==> config.mk <==
export PLATFORM = sky130hd
export DESIGN_NAME = slice_alu
export DESIGN_NICKNAME = d
export VERILOG_FILES = /design/src/rtl/alu_pkg.sv /design/src/rtl/alu_bit_slice.sv /design/src/rtl/alu_msb_slice.sv /design/src/rtl/alu_zero_detect.sv /design/src/rtl/slice_alu.sv
export SDC_FILE = /design/constraint.sdc
export NUM_CORES = 1
export LEC_CHECK = 0
export BUFFER_PORTS_ARGS = -buffer_cell sky130_fd_sc_hd__buf_4
export CAP_MARGIN = 15
export CORE_MARGIN = 1.5
export CORE_UTILIZATION = 55
export DETAILED_ROUTE_END_ITERATION = 8
export PLACE_DENSITY = 0.82
export SLEW_MARGIN = 30
export SYNTH_ARGS = -nofsm -noshare
export SYNTH_HDL_FRONTEND = slang
export SYNTH_SLANG_ARGS = --single-unit
==> constraint.sdc <==
create_clock -name vclk -period 20.4
set_input_delay 1.02 -clock vclk [all_inputs]
set_output_delay 1.02 -clock vclk [all_outputs]
set_load 0.005 [all_outputs]
==> src/rtl/alu_pkg.sv <==
package alu_pkg;
  typedef enum logic [1:0] {
    OP_AND  = 2'b00,
    OP_OR   = 2'b01,
    OP_SUM  = 2'b10,
    OP_LESS = 2'b11
  } alu_op_e;
endpackage

==> src/rtl/alu_bit_slice.sv <==
module alu_bit_slice
  import alu_pkg::*;
(
  input  logic    a_i,
  input  logic    b_i,
  input  logic    a_invert_i,
  input  logic    b_negate_i,
  input  logic    carry_i,
  input  logic    less_i,
  input  alu_op_e op_i,
  output logic    result_o,
  output logic    sum_o,
  output logic    carry_o
);
  logic a_eff, b_eff;

  assign a_eff   = a_invert_i ? ~a_i : a_i;
  assign b_eff   = b_negate_i ? ~b_i : b_i;
  assign sum_o   = a_eff ^ b_eff ^ carry_i;
  assign carry_o = (b_eff & carry_i) | (a_eff & carry_i) | (a_eff & b_eff);

  always_comb begin
    unique case (op_i)
      OP_AND:  result_o = a_eff & b_eff;
      OP_OR:   result_o = a_eff | b_eff;
      OP_SUM:  result_o = sum_o;
      default: result_o = less_i;
    endcase
  end
endmodule

==> src/rtl/alu_msb_slice.sv <==
module alu_msb_slice
  import alu_pkg::*;
(
  input  logic    a_i,
  input  logic    b_i,
  input  logic    a_invert_i,
  input  logic    b_negate_i,
  input  logic    carry_i,
  input  alu_op_e op_i,
  output logic    result_o,
  output logic    carry_o,
  output logic    set_o,
  output logic    overflow_o
);
  logic sum;

  alu_bit_slice u_core (
    .a_i       (a_i),
    .b_i       (b_i),
    .a_invert_i(a_invert_i),
    .b_negate_i(b_negate_i),
    .carry_i   (carry_i),
    .less_i    (1'b0),
    .op_i      (op_i),
    .result_o  (result_o),
    .sum_o     (sum),
    .carry_o   (carry_o)
  );

  assign overflow_o = carry_i ^ carry_o;
  // sign corrected for overflow gives true signed less-than
  assign set_o      = sum ^ overflow_o;
endmodule

==> src/rtl/alu_zero_detect.sv <==
module alu_zero_detect #(
  parameter int WIDTH = 32
) (
  input  logic [WIDTH-1:0] word_i,
  output logic             zero_o
);
  assign zero_o = ~|word_i;
endmodule

==> src/rtl/slice_alu.sv <==
module slice_alu
  import alu_pkg::*;
#(
  parameter int WIDTH = 32
) (
  input  logic [WIDTH-1:0] a_i,
  input  logic [WIDTH-1:0] b_i,
  input  logic             a_invert_i,
  input  logic             b_negate_i,
  input  logic [1:0]       op_i,
  output logic [WIDTH-1:0] result_o,
  output logic             zero_o,
  output logic             carry_o,
  output logic             overflow_o
);
  localparam int MSB = WIDTH - 1;

  alu_op_e        op;
  logic [WIDTH:0] carry;
  logic           set;

  assign op       = alu_op_e'(op_i);
  assign carry[0] = b_negate_i;

  for (genvar i = 0; i < MSB; i++) begin : g_slice
    logic sum_unused;
    alu_bit_slice u_slice (
      .a_i       (a_i[i]),
      .b_i       (b_i[i]),
      .a_invert_i(a_invert_i),
      .b_negate_i(b_negate_i),
      .carry_i   (carry[i]),
      .less_i    ((i == 0) ? set : 1'b0),
      .op_i      (op),
      .result_o  (result_o[i]),
      .sum_o     (sum_unused),
      .carry_o   (carry[i+1])
    );
  end

  alu_msb_slice u_msb (
    .a_i       (a_i[MSB]),
    .b_i       (b_i[MSB]),
    .a_invert_i(a_invert_i),
    .b_negate_i(b_negate_i),
    .carry_i   (carry[MSB]),
    .op_i      (op),
    .result_o  (result_o[MSB]),
    .carry_o   (carry[WIDTH]),
    .set_o     (set),
    .overflow_o(overflow_o)
  );

  assign carry_o = carry[WIDTH];

  alu_zero_detect #(.WIDTH(WIDTH)) u_zero (
    .word_i(result_o),
    .zero_o(zero_o)
  );
endmodule

Word-level counts from Yosys, hierarchy flattened
Index checks and enable logic that the tools add are counted.
{"block": "totals", "reg_bits": 0, "in_bits": 68, "word_cells": 423}
{"block": "op_classes", "reduce_logical": 3, "n_eq_ne": 2, "bitwise_logic": 322, "mux": 96}
{"cell": "bitwise AND 1 bit", "n": 96}
{"cell": "bitwise OR 1 bit", "n": 96}
{"cell": "one-hot mux 1 bit (3 select lines)", "n": 32}
{"cell": "XOR 1 bit", "n": 66}
{"cell": "two-way mux 1 bit", "n": 64}
{"cell": "NOT 1 bit", "n": 64}
{"cell": "OR reduction 32 bit", "n": 1}
{"cell": "== test 2 x 1 -> 1 bit, second input constant", "n": 1}
{"cell": "== test 2 bit, second input constant", "n": 1}
{"cell": "zero test 2 bit", "n": 1}
{"cell": "zero test 1 bit", "n": 1}

Logic depth before layout (Yosys ltp)
Gate-level depths: netlist (run 1).
{"block": "logic_depth", "ltp_word": 103, "depth_mapped": 44, "ltp_nobuf": 43}

Cells and area by module
Synthesis (run 1) repeated with hierarchy kept, for this count alone.
{"block": "hier_totals", "cells_unflattened": 399, "hier_area_um2": 3555.9}
{"mod": "alu_bit_slice", "n_inst": 32, "area_each_um2": 107.6, "cells_per_inst": 12}
{"mod": "alu_zero_detect", "n_inst": 1, "area_each_um2": 72.6, "cells_per_inst": 11}
{"mod": "alu_msb_slice", "n_inst": 1, "area_each_um2": 36.3, "cells_per_inst": 3}
{"mod": "slice_alu", "n_inst": 1, "area_each_um2": 3.8, "cells_per_inst": 1}

Worst setup path after synthesis (run 1)
OpenSTA, ideal clock, no wires.
{"block": "synth_path", "kind": "input-to-output", "from": "input port b_negate_i", "to": "output port zero_o", "arrival_time_ns": 16.374, "path_stages": 43, "n_path_buf": 2, "slack_ns": 3.006, "cell_sequence": "clkbuf_1 -> clkbuf_1 -> xor2_1 -> inv_1 -> fa_1 -> fa_1 -> fa_1 -> fa_1 -> fa_1 -> fa_1 -> fa_1 -> fa_1 -> fa_1 -> fa_1 -> fa_1 -> fa_1 -> fa_1 -> fa_1 -> (+7 left out) -> fa_1 -> fa_1 -> fa_1 -> fa_1 -> fa_1 -> fa_1 -> fa_1 -> inv_1 -> fa_1 -> inv_1 -> fa_1 -> inv_1 -> fa_1 -> mux2i_1 -> o22ai_1 -> or4_1 -> or4_1 -> nor4_2"}
{"block": "synth_via", "word_cells_on_any_way": 324}
{"item": "start: declaration", "line_no": "slice_alu.sv:9", "rtl": "input logic b_negate_i,"}
{"item": "two-way mux 1 bit", "line_no": "alu_bit_slice.sv:18", "rtl": "assign b_eff = b_negate_i ? ~b_i : b_i;"}
{"item": "bitwise AND 1 bit", "line_no": "alu_bit_slice.sv:20", "rtl": "assign carry_o = (b_eff & carry_i) | (a_eff & carry_i) | (a_eff & b_eff);"}
{"item": "bitwise OR 1 bit (2 in series)", "line_no": "alu_bit_slice.sv:20"}
{"item": "bitwise AND 1 bit", "line_no": "alu_bit_slice.sv:20"}
{"item": "bitwise OR 1 bit (2 in series)", "line_no": "alu_bit_slice.sv:20"}
{"item": "bitwise AND 1 bit", "line_no": "alu_bit_slice.sv:20"}
{"item": "bitwise OR 1 bit (2 in series)", "line_no": "alu_bit_slice.sv:20"}
{"item": "bitwise AND 1 bit", "line_no": "alu_bit_slice.sv:20"}
{"item": "(+78 left out)"}
{"item": "bitwise OR 1 bit (2 in series)", "line_no": "alu_bit_slice.sv:20"}
{"item": "bitwise AND 1 bit", "line_no": "alu_bit_slice.sv:20"}
{"item": "bitwise OR 1 bit (2 in series)", "line_no": "alu_bit_slice.sv:20"}
{"item": "XOR 1 bit", "line_no": "alu_bit_slice.sv:19", "rtl": "assign sum_o = a_eff ^ b_eff ^ carry_i;"}
{"item": "one-hot mux 1 bit (3 select lines) (*)", "line_no": "alu_bit_slice.sv:23", "rtl": "unique case (op_i)"}
{"item": "net u_msb.result_o", "line_no": "alu_msb_slice.sv:10", "rtl": "output logic result_o,"}
{"item": "OR reduction 32 bit (*)", "line_no": "alu_zero_detect.sv:7", "rtl": "assign zero_o = ~|word_i;"}
{"item": "zero test 1 bit (*)", "line_no": "alu_zero_detect.sv:7"}
{"item": "end: declaration", "line_no": "slice_alu.sv:12", "rtl": "output logic zero_o,"}
Mark *: on every way through the listed nets, which the timed path passes. The rest lies on a longest branch.

Final worst setup path (run 1)
{"block": "layout_path", "from": "input port a_invert_i", "to": "output port zero_o"}
{"block": "layout_via", "elab_chain_len": 102, "word_cells_on_any_way": 323}
{"item": "start: declaration", "line_no": "slice_alu.sv:8", "rtl": "input logic a_invert_i,"}
{"item": "two-way mux 1 bit", "line_no": "alu_bit_slice.sv:17", "rtl": "assign a_eff = a_invert_i ? ~a_i : a_i;"}
{"item": "bitwise AND 1 bit", "line_no": "alu_bit_slice.sv:20"}
{"item": "bitwise OR 1 bit (2 in series)", "line_no": "alu_bit_slice.sv:20"}
{"item": "bitwise AND 1 bit", "line_no": "alu_bit_slice.sv:20"}
{"item": "bitwise OR 1 bit (2 in series)", "line_no": "alu_bit_slice.sv:20"}
{"item": "bitwise AND 1 bit", "line_no": "alu_bit_slice.sv:20"}
{"item": "bitwise OR 1 bit (2 in series)", "line_no": "alu_bit_slice.sv:20"}
{"item": "bitwise AND 1 bit", "line_no": "alu_bit_slice.sv:20"}
{"item": "(+81 left out)"}
{"item": "bitwise OR 1 bit (2 in series)", "line_no": "alu_bit_slice.sv:20"}
{"item": "bitwise AND 1 bit", "line_no": "alu_bit_slice.sv:20"}
{"item": "bitwise OR 1 bit (2 in series)", "line_no": "alu_bit_slice.sv:20"}
{"item": "XOR 1 bit", "line_no": "alu_msb_slice.sv:30", "rtl": "assign overflow_o = carry_i ^ carry_o;"}
{"item": "XOR 1 bit", "line_no": "alu_msb_slice.sv:32", "rtl": "assign set_o = sum ^ overflow_o;"}
{"item": "one-hot mux 1 bit (3 select lines)", "line_no": "alu_bit_slice.sv:23"}
{"item": "OR reduction 32 bit (*)", "line_no": "alu_zero_detect.sv:7"}
{"item": "zero test 1 bit (*)", "line_no": "alu_zero_detect.sv:7"}
Mark *: on every way between the ends. The rest lies on a longest branch, timed or not.

==> impl_summary.md, run 1 <==
Final layout
The number of antenna diodes in the final layout is 0. The number of standard cells in the layout, taps in and fillers out is 537. The area of the multi-input gates is 2860 um^2. The final-layout clock buffer total is 0.

The footprint of the flip-flops and latches is 0 um^2. The final net count is 628. The number of sequential cells in the layout is 0.

The number of filler cells placed in the layout is 503. The synthesis-to-layout area growth is 14.5%. Cells with a size suffix above 1 make up 22.7% of the layout.

Placement
Once placement completed, the tool counted placed cells totaling 537. Timing analysis after detailed placement gives a worst setup slack of 2.21 ns. The last weighted congestion value of the routability-driven placer is 0.875. Port buffering added 103 buffers. The detailed placement HPWL is 6100 um.

STA
The minimum clock period is 18.12 ns. The aggregate negative setup slack is 0 ns. The final-report max-slew violation count was 0. The worst path setup slack after routing is 2.28 ns. The final count of hold timing violations is 0. The count of endpoints failing setup in the final report is 0.

The share of the clock period used by the worst path is 88.8%. The highest achievable clock rate is 55.2 MHz. The worst pin sits at a relative slew slack of 54.4%. Final hold analysis gives a worst-case slack of 2.66 ns. Setup repair after global routing left no endpoint under its margin. The measured slew at the worst slew-check pin is 0.683 ns.

Min path
The depth of the worst hold-timing path is 3. The startpoint identified for the worst hold timing path is op_i[0]. For hold timing, the worst endpoint is result_o[23]. The worst hold path belongs to the class input pin to output pin.

Logic synthesis
Synthesis instantiated 26 different standard cells from the library. Yosys printed 0 warnings. Sequential elements use 0% of the synthesized area.

The synthesized netlist cell count is 414. The post-synth net total is 578. Averaged over all synthesized cells, the footprint is 8.48 um^2.

The synthesized area is 3510 um^2.

Die
In this run the vertical extent of the chip is 82.9 um. The core region is 6030 um^2. 103 I/O pins were placed. The effective utilization at floorplan is 58.3%.

The die is 82.9 um wide. The die covers 6870 um^2. The initialized floorplan defines 28 standard-cell rows.

Job
The number of maximum-capacitance violations is 0.

Drt
After detailed routing, the total wire length is 7430 um. The remaining design rule violation count is 0. Dividing the detail-routed wire length by the instance count gives 13.8 um.

The number of DRC violations after detailed-routing iteration 0 is 117. The detail route stage leaves a number of antenna-violating nets equal to 0. The number of search-and-repair iterations in the first detailed-routing pass is 4.

Using the TritonRoute via totals, the vias-per-cell ratio works out to 5.03. The routed layout has 2,702 vias.

Setup path
The worst setup path category is input pin to output pin. The cell with the largest stage delay on the worst path is or4_1. The maximum single-stage delay on the critical path is 0.55 ns. The number of buffers and inverters on the critical path is 6. STA puts the critical path data required time at 19.38 ns. The most prevalent standard cell on the critical path is fa_1. The category of cells accounting for the largest share of critical-path delay is adder cells. The category of the worst setup path launch point is an input pin. The worst setup path is captured at an output pin. At the worst endpoint, the arrival time is 17.10 ns.

Of all nets on the critical path, the largest fanout is 32.

Pwr
The highest ir drop seen on vdd is 0.0205 mV. In this run the power density over the cells is 33.8 nW/um^2. For this design the static power due to leakage is 2.21 nW.

Clock network
The total of hold buffers inserted after clock tree synthesis is 0. The post-CTS repair timing setup buffer count is 0. The total of cells resized after clock tree synthesis is 0.

GRT
The number of global-route vias before repair was 2,823. The first global-routing pass estimated 12,700 um of wire. Entering global routing, the biggest net connects 74 pins. The number of antenna violations at the first check in global routing is 0. The global routing usage summed across all routing layers is 21.4%.

Global routing finished with a remaining overflow of 0.

Status
The flow ran to the end, and the final reports show no timing, DRC or antenna violations.
==> final cells by class <==
class,count,share of cell area [%]
Multi-Input combinational cell,280,71.1
Timing Repair Buffer,103,19.2
Inverter,79,7.37
Tap cell,75,2.33
==> layout by cell type (no fill, tap or decap), types with 2 or more instances in the layout <==
cell type	n
o31a_1	18
o22ai_1	12
o21ai_0	20
xnor2_1	2
fa_1	32
inv_1	79
ha_1	64
and2b_1	4
or4_1	9
mux2i_1	13
xor2_1	64
nor2b_1	33
buf_4	103
==> per-layer routing <==
metal  GRT usage, %  share of wire [%]  vias to the layer above
met4           1.52               0.61                        0
met3           2.29                6.7                        4
met1           28.6                 43                     1275
met5              0                  0                        -
met2           38.7                 50                       92
li1               -                  -                     1331
==> power breakdown <==
part | internal, mW | switching, mW
Combinational | 0.0652 | 0.0706
Clock | 0 | 0
Sequential | 0 | 0
==> kinds of logic (layout without fill, tap and decap cells) <==
group | count (synthesis) | in the layout | share of synthesized area (%)
muxes | 13 | 13 | 3.70
buffers and inverters | 134 | 182 | 18.6
and+or+nand+nor | 51 | 51 | 9.80
xor gates and xnor gates | 66 | 66 | 16.5
adders and majority gates | 96 | 96 | 41.0
AOI/OAI and AO/OA | 54 | 54 | 10.4
==> per-stage QoR <==
stage	total power, mW	util [%]	area, um^2
3_3_place_gp	0.130	66.7	4020
4_1_cts	0.137	66.7	4020
5_1_grt	0.155	66.7	4020
2_1_floorplan	0.101	-	3510
3_5_place_dp	0.137	66.7	4020
6_report	0.136	66.7	4020
==> how the worst max path moves through the flow <==
| stage | startpoint | to | slack (ns) | cells after the start |
|---|---|---|---|---|
| detailed placement | a_invert_i | zero_o | 2.21 | 45 |
| floorplan | b_negate_i | zero_o | 3.01 | 43 |
| CTS | a_invert_i | zero_o | 2.16 | 45 |
| global route | a_invert_i | zero_o | 1.54 | 45 |
| global placement | a_invert_i | zero_o | 2.54 | 45 |
| finish | a_invert_i | zero_o | 2.28 | 45 |
==> worst min-delay path, delay by kind of cell <==
family / cells / cell delay [ns]
AOI/OAI and AO/OA: 1 / 0.19
buffers and inverters: 2 / 0.41
==> cell usage after synthesis, types with 2 or more instances <==
cell type,instances,area (um^2)
o22ai_1,12,75.1
ha_1,64,801
o31a_1,18,158
inv_1,79,297
fa_1,32,641
buf_4,35,263
or4_1,9,67.6
buf_1,4,15.0
buf_2,4,20.0
buf_6,2,22.5
xnor2_1,2,17.5
o21ai_0,20,100
nor2b_1,33,206
clkbuf_1,10,37.5
xor2_1,64,561
and2b_1,4,30.0
mux2i_1,13,130
No activity file was read; power rests on OpenSTA's default activity.
==> run 2, diff against run 1 <==
RECOVER_POWER = 100   (was unset)
clock period = 18.1 ns   (was 20.4 ns; I/O delays follow)
==> run 2 against run 1 <==
  * Non-clock buffer count is 3 higher
  * Total power increased by 13%
  * First-iteration DRC count increased by 13%
  * Core utilization increased by 0.42 points
  * Via count up 2.6%
  * Final cell count is 0.56% higher
  * Global-route usage up 0.86 points
  * Worst setup slack got worse by 1.6 ns
  * Wire length up 3.9%
  * Cell area increased by 0.62%
  * Sequential cell count unchanged
==> impl_summary.md, run 2 (same netlist as run 1, synthesis figures left out) <==
GRT
The global routing usage summed across all routing layers was 22.2% (was 21.4%). The number of antenna violations at the first check in global routing is 1 (was 0). The residual overflow from global routing is 0 (unchanged). The pin count of the biggest net entering global routing is 74 (unchanged).

The number of global-route vias before repair is 2,838 (was 2,823). The wire length of the first global-routing pass is 13,000 um (was 12,700 um).

STA
The hold slack is 2.43 ns (was 2.66 ns). The measured slew at the worst slew-check pin is 0.694 ns (was 0.683 ns). The final count of hold timing violations is 0 (unchanged). The minimum clock period is 17.42 ns. The worst-case headroom to the max-slew limit is 53.7% (was 54.4%). The count of endpoints failing setup in the final report came to 0 (unchanged). The aggregate negative setup slack is 0 ns (unchanged). The final-report max-slew violation count was 0 (unchanged).

Setup repair after global routing missed its margin: false (unchanged). The share of the clock period used by the worst path is 96.3%. Static timing analysis puts the maximum clock frequency at 57.4 MHz.

Drt
The number of nets still failing antenna checks after routing was 0 (unchanged). The remaining design rule violation count is 0 (unchanged). The number of search-and-repair iterations in the first detailed-routing pass came to 4 (unchanged). The detailed-route via count came to 2,771 (was 2,702). The average routed wire per standard cell is 14.3 um (was 13.8 um). The total detailed-routing wirelength was 7710 um (was 7430 um). The per-cell via count in the routed design is 5.13 (was 5.03). The number of DRC violations after detailed-routing iteration 0 is 132 (was 117).

Min path
The beginning of the worst hold path is a_i[29] (was op_i[0]). The path category of the worst min-delay check is input pin to output pin (unchanged).

Setup path
The most prevalent standard cell on the critical path is fa_1 (unchanged). The number of cells on the critical path is 45 (unchanged). The termination of the worst setup path is zero_o (unchanged).

The category of the worst setup path launch point is an input pin (unchanged). The required arrival time at the worst endpoint is 17.19 ns (was 19.38 ns). The launching element of the worst setup path was a_invert_i (unchanged). The maximum single-stage delay on the critical path was 0.54 ns (was 0.55 ns). The worst setup path category is input pin to output pin (unchanged). The category of cells accounting for the largest share of critical-path delay is adder cells (unchanged). The buffering stage count on the worst path with inverters included came to 6 (unchanged). The endpoint type of the worst setup path is an output pin (unchanged). The critical path arrival is 16.52 ns (was 17.10 ns). The highest net fanout along the worst path is 4 (was 32).

The cell with the largest stage delay on the worst path is or4_1 (unchanged).

Die
The number of rows in the core area is 28 (unchanged). The vertical extent of the die is 82.9 um (unchanged). The I/O pin count is 103 (unchanged). The area of the die came to 6870 um^2 (unchanged).

The effective utilization at floorplan is 58.3% (unchanged). The overall die width came to 82.9 um (unchanged). The total core area was 6030 um^2 (unchanged).

Clock network
The post-CTS repair timing setup buffer count came to 0 (unchanged).

Placement
The last weighted congestion value of the routability-driven placer is 0.894 (was 0.875). The quantity of I/O buffers inserted on ports is 103 (unchanged). The detailed placement HPWL was 6400 um (was 6100 um).

Final layout
The synthesis-to-layout area growth was 15.2% (was 14.5%). Most frequent cells in the layout: inv_1, buf_4, ha_1 (was buf_4, inv_1, xor2_1, ha_1, nor2b_1). The footprint of the flip-flops and latches is 0 um^2 (unchanged). The number of diodes added for antenna fixing is 0 (unchanged). The layout cell share with drive strength beyond 1 is 23.4% (was 22.7%). The most common library cell in the layout ignoring fill and taps is inv_1 (was buf_4). The final net count came to 631 (was 628). The number of sequential cells in the layout is 0 (unchanged). The final-layout clock buffer total came to 0 (unchanged).

Pwr
The power density of the placed cells came to 38.0 nW/um^2 (was 33.8 nW/um^2). The highest ir drop seen on vdd is 0.0256 mV (was 0.0205 mV). The cell leakage power is 2.22 nW (was 2.21 nW).

The power consumption is 0.154 mW (was 0.136 mW).

Job
The number of maximum-capacitance violations was 0 (unchanged).

Status
Run status: complete, no violations (unchanged).
==> run 2: cell count changes in the layout (fill, tap and decap cells not counted), moves of 2 or more <==
cell | previous run | this run
fa_1 | 32 | 30
buf_4 | 103 | 76
clkbuf_4 | 0 | 29
fa_2 | 0 | 2
==> run 2: where the power goes <==
group	switching [mW]	internal [mW]	leakage, nW
sequential	0	0	0
clock	0	0	0
combinational	0.0805	0.0731	2.22
total	0.0805	0.0731	2.22
==> run 2: layer usage <==
metal	vias up	GRT usage (%)	wire length [um]
met5	-	0	13
met4	2	1.36	29
met3	6	2.98	525
met2	101	38.7	3760
met1	1323	30.8	3390
li1	1339	-	-
==> run 2: timing repair <==
action / 4_1_cts / 5_1_grt
hold buffers: 0 / 0
setup endpoints to repair: 0 / 1
gates resized for setup: 0 / 3
==> run 2: worst min path at each step <==
stage                    to  slack, ns  cells past startpoint
2_1_floorplan   result_o[6]       2.17                      3
3_3_place_gp   result_o[23]       2.42                      3
3_5_place_dp   result_o[21]       2.43                      6
4_1_cts        result_o[29]       2.44                      6
5_1_grt        result_o[21]       2.50                      6
6_report       result_o[29]       2.43                      6
==> run 2: area by class of cell <==
type	instances	area [um^2]
Timing Repair Buffer	106	792
Multi-Input combinational cell	280	2860
Inverter	79	297
Fill cell	503	1980
Tap cell	75	93.8
==> run 2: through the flow <==
stage | utilization (%) | std cells | instance area [um^2] | worst slack (ns)
finish | 67.2 | 540 | 4050 | 0.677
global route | 67.2 | 540 | 4050 | 0.0336
CTS | 67.1 | 540 | 4040 | 0.419
detailed placement | 67.1 | 540 | 4040 | 0.450
global placement | 67.1 | 540 | 4040 | 0.802
floorplan | - | 414 | 3510 | 0.936
==> run 3, diff against run 2 <==
RECOVER_POWER = 25   (was 100)
==> run 3 against run 2 <==
  * Combinational power about the same
  * Global-route usage unchanged
  * First-iteration DRC count increased by 20%
  * Die area unchanged
  * Clock-buffer cell count unchanged
  * Wire length decreased by 0.32%
  * Worst hold slack about the same
  * Cell area increased by 0.25%
  * Critical path type unchanged
  * Largest cell class unchanged
==> impl_summary.md, run 3 (same netlist as run 1, synthesis figures left out) <==
Clock network
The total of cells resized after clock tree synthesis is 0 (unchanged). The total of hold buffers inserted after clock tree synthesis was 0 (unchanged). The post-CTS repair timing setup buffer count is 0 (unchanged).

STA
The minimum clock period is 17.41 ns (was 17.42 ns). The worst path setup slack after routing came to 0.689 ns (was 0.677 ns). Setup repair after global routing missed its margin: false (unchanged). The highest achievable clock rate was 57.4 MHz (about the same). The count of endpoints failing setup in the final report is 0 (unchanged). The measured slew at the worst slew-check pin is 0.689 ns (was 0.694 ns).

The aggregate negative setup slack is 0 ns (unchanged). The share of the clock period used by the worst path is 96.2% (was 96.3%). The final count of hold timing violations is 0 (unchanged). The worst-case headroom to the max-slew limit came to 54.1% (was 53.7%).

The hold slack came to 2.43 ns (about the same). The final-report max-slew violation count was 0 (unchanged).

Drt
The per-cell via count in the routed design is 5.09 (was 5.13). The detailed-route via count is 2,748 (was 2,771). The average routed wire per standard cell was 14.2 um (was 14.3 um). The number of nets still failing antenna checks after routing is 0 (unchanged). The total detailed-routing wirelength came to 7690 um (was 7710 um). The number of DRC violations after detailed-routing iteration 0 is 159 (was 132). The remaining design rule violation count was 0 (unchanged).

The number of search-and-repair iterations in the first detailed-routing pass is 4 (unchanged).

Final layout
The number of sequential cells in the layout is 0 (unchanged). The number of diodes added for antenna fixing is 0 (unchanged). The footprint of the flip-flops and latches is 0 um^2 (unchanged). Most frequent cells in the layout: buf_4, inv_1, ha_1 (was inv_1, buf_4, ha_1). The most common library cell in the layout ignoring fill and taps is buf_4 (was inv_1). The layout cell share with drive strength beyond 1 is 23.9% (was 23.4%). The final net count came to 631 (unchanged). The final-layout clock buffer total is 0 (unchanged).

The synthesis-to-layout area growth is 15.5% (was 15.2%).

Setup path
The required arrival time at the worst endpoint is 17.19 ns (about the same). The endpoint type of the worst setup path is an output pin (unchanged). The highest net fanout along the worst path is 4 (unchanged). The critical path arrival came to 16.51 ns (was 16.52 ns). The cell with the largest stage delay on the worst path is or4_1 (unchanged). The maximum single-stage delay on the critical path was 0.54 ns (about the same). The most prevalent standard cell on the critical path is fa_1 (unchanged). The category of the worst setup path launch point is an input pin (unchanged). The worst setup path category is input pin to output pin (unchanged).

The launching element of the worst setup path is a_invert_i (unchanged).

GRT
The pin count of the biggest net entering global routing is 74 (unchanged). The global routing usage summed across all routing layers is 22.2% (unchanged). The residual overflow from global routing is 0 (unchanged). The number of antenna violations at the first check in global routing came to 1 (unchanged).

The number of global-route vias before repair is 2,838 (unchanged). The wire length of the first global-routing pass is 13,000 um (unchanged).

Pwr
The power consumption is 0.155 mW (was 0.154 mW). The cell leakage power is 2.23 nW (was 2.22 nW). The power density of the placed cells is 38.2 nW/um^2 (was 38.0 nW/um^2). The highest ir drop seen on vdd is 0.0257 mV (was 0.0256 mV).

Placement
The quantity of I/O buffers inserted on ports is 103 (unchanged). The worst setup timing slack at the placement stage is 0.450 ns (unchanged). The detailed placement HPWL is 6400 um (unchanged). The last weighted congestion value of the routability-driven placer is 0.894 (unchanged).

Die
The number of rows in the core area is 28 (unchanged). The effective utilization at floorplan is 58.3% (unchanged). The I/O pin count is 103 (unchanged). The total core area came to 6030 um^2 (unchanged). The area of the die is 6870 um^2 (unchanged). The vertical extent of the die is 82.9 um (unchanged). The overall die width was 82.9 um (unchanged).

Min path
The beginning of the worst hold path is a_i[29] (unchanged). The path category of the worst min-delay check is input pin to output pin (unchanged).

Job
The number of maximum-capacitance violations was 0 (unchanged).

Status
Run status: complete, no violations (unchanged).
==> run 3: power breakdown <==
| group | switching, mW | internal [mW] |
|---|---|---|
| clock network | 0 | 0 |
| registers | 0 | 0 |
| logic | 0.0807 | 0.0743 |
| total | 0.0807 | 0.0743 |
==> run 3: final cells by class <==
| type | count | area [um^2] |
|---|---|---|
| Inverter | 79 | 297 |
| Fill cell | 502 | 1970 |
| Multi-Input combinational cell | 280 | 2870 |
| Timing Repair Buffer | 106 | 796 |
| Tap cell | 75 | 93.8 |
==> run 3: layer usage <==
layer  vias up  wire [um]  global-route usage (%)
met4         2         29                    1.36
met2        84       3760                    38.7
met5         -         13                       0
met1      1318       3430                    30.8
met3         6        453                    2.98
li1       1338          -                       -
==> run 3: final timing paths <==
path           end  slack, ns  depth (start not counted)
max         zero_o       0.69                         45
min   result_o[29]       2.43                          6
==> run 3: worst max-delay path: cells and delay by family <==
family,cells,cell delay [ns]
AO/OA/AOI/OAI,2,0.26
XOR/XNOR,1,0.17
adder cells (fa/ha/maj),31,13.04
buffers and inverters,6,0.60
multiplexers,1,0.14
AND/OR/NAND/NOR,4,1.38
==> run 3: stage by stage <==
stage | instances | util [%] | instance area (um^2)
after global placement | 540 | 67.1 | 4040
final | 540 | 67.3 | 4060
after global routing | 540 | 67.3 | 4060
after floorplan | 414 | - | 3510
after CTS | 540 | 67.1 | 4040
after detailed placement | 540 | 67.1 | 4040
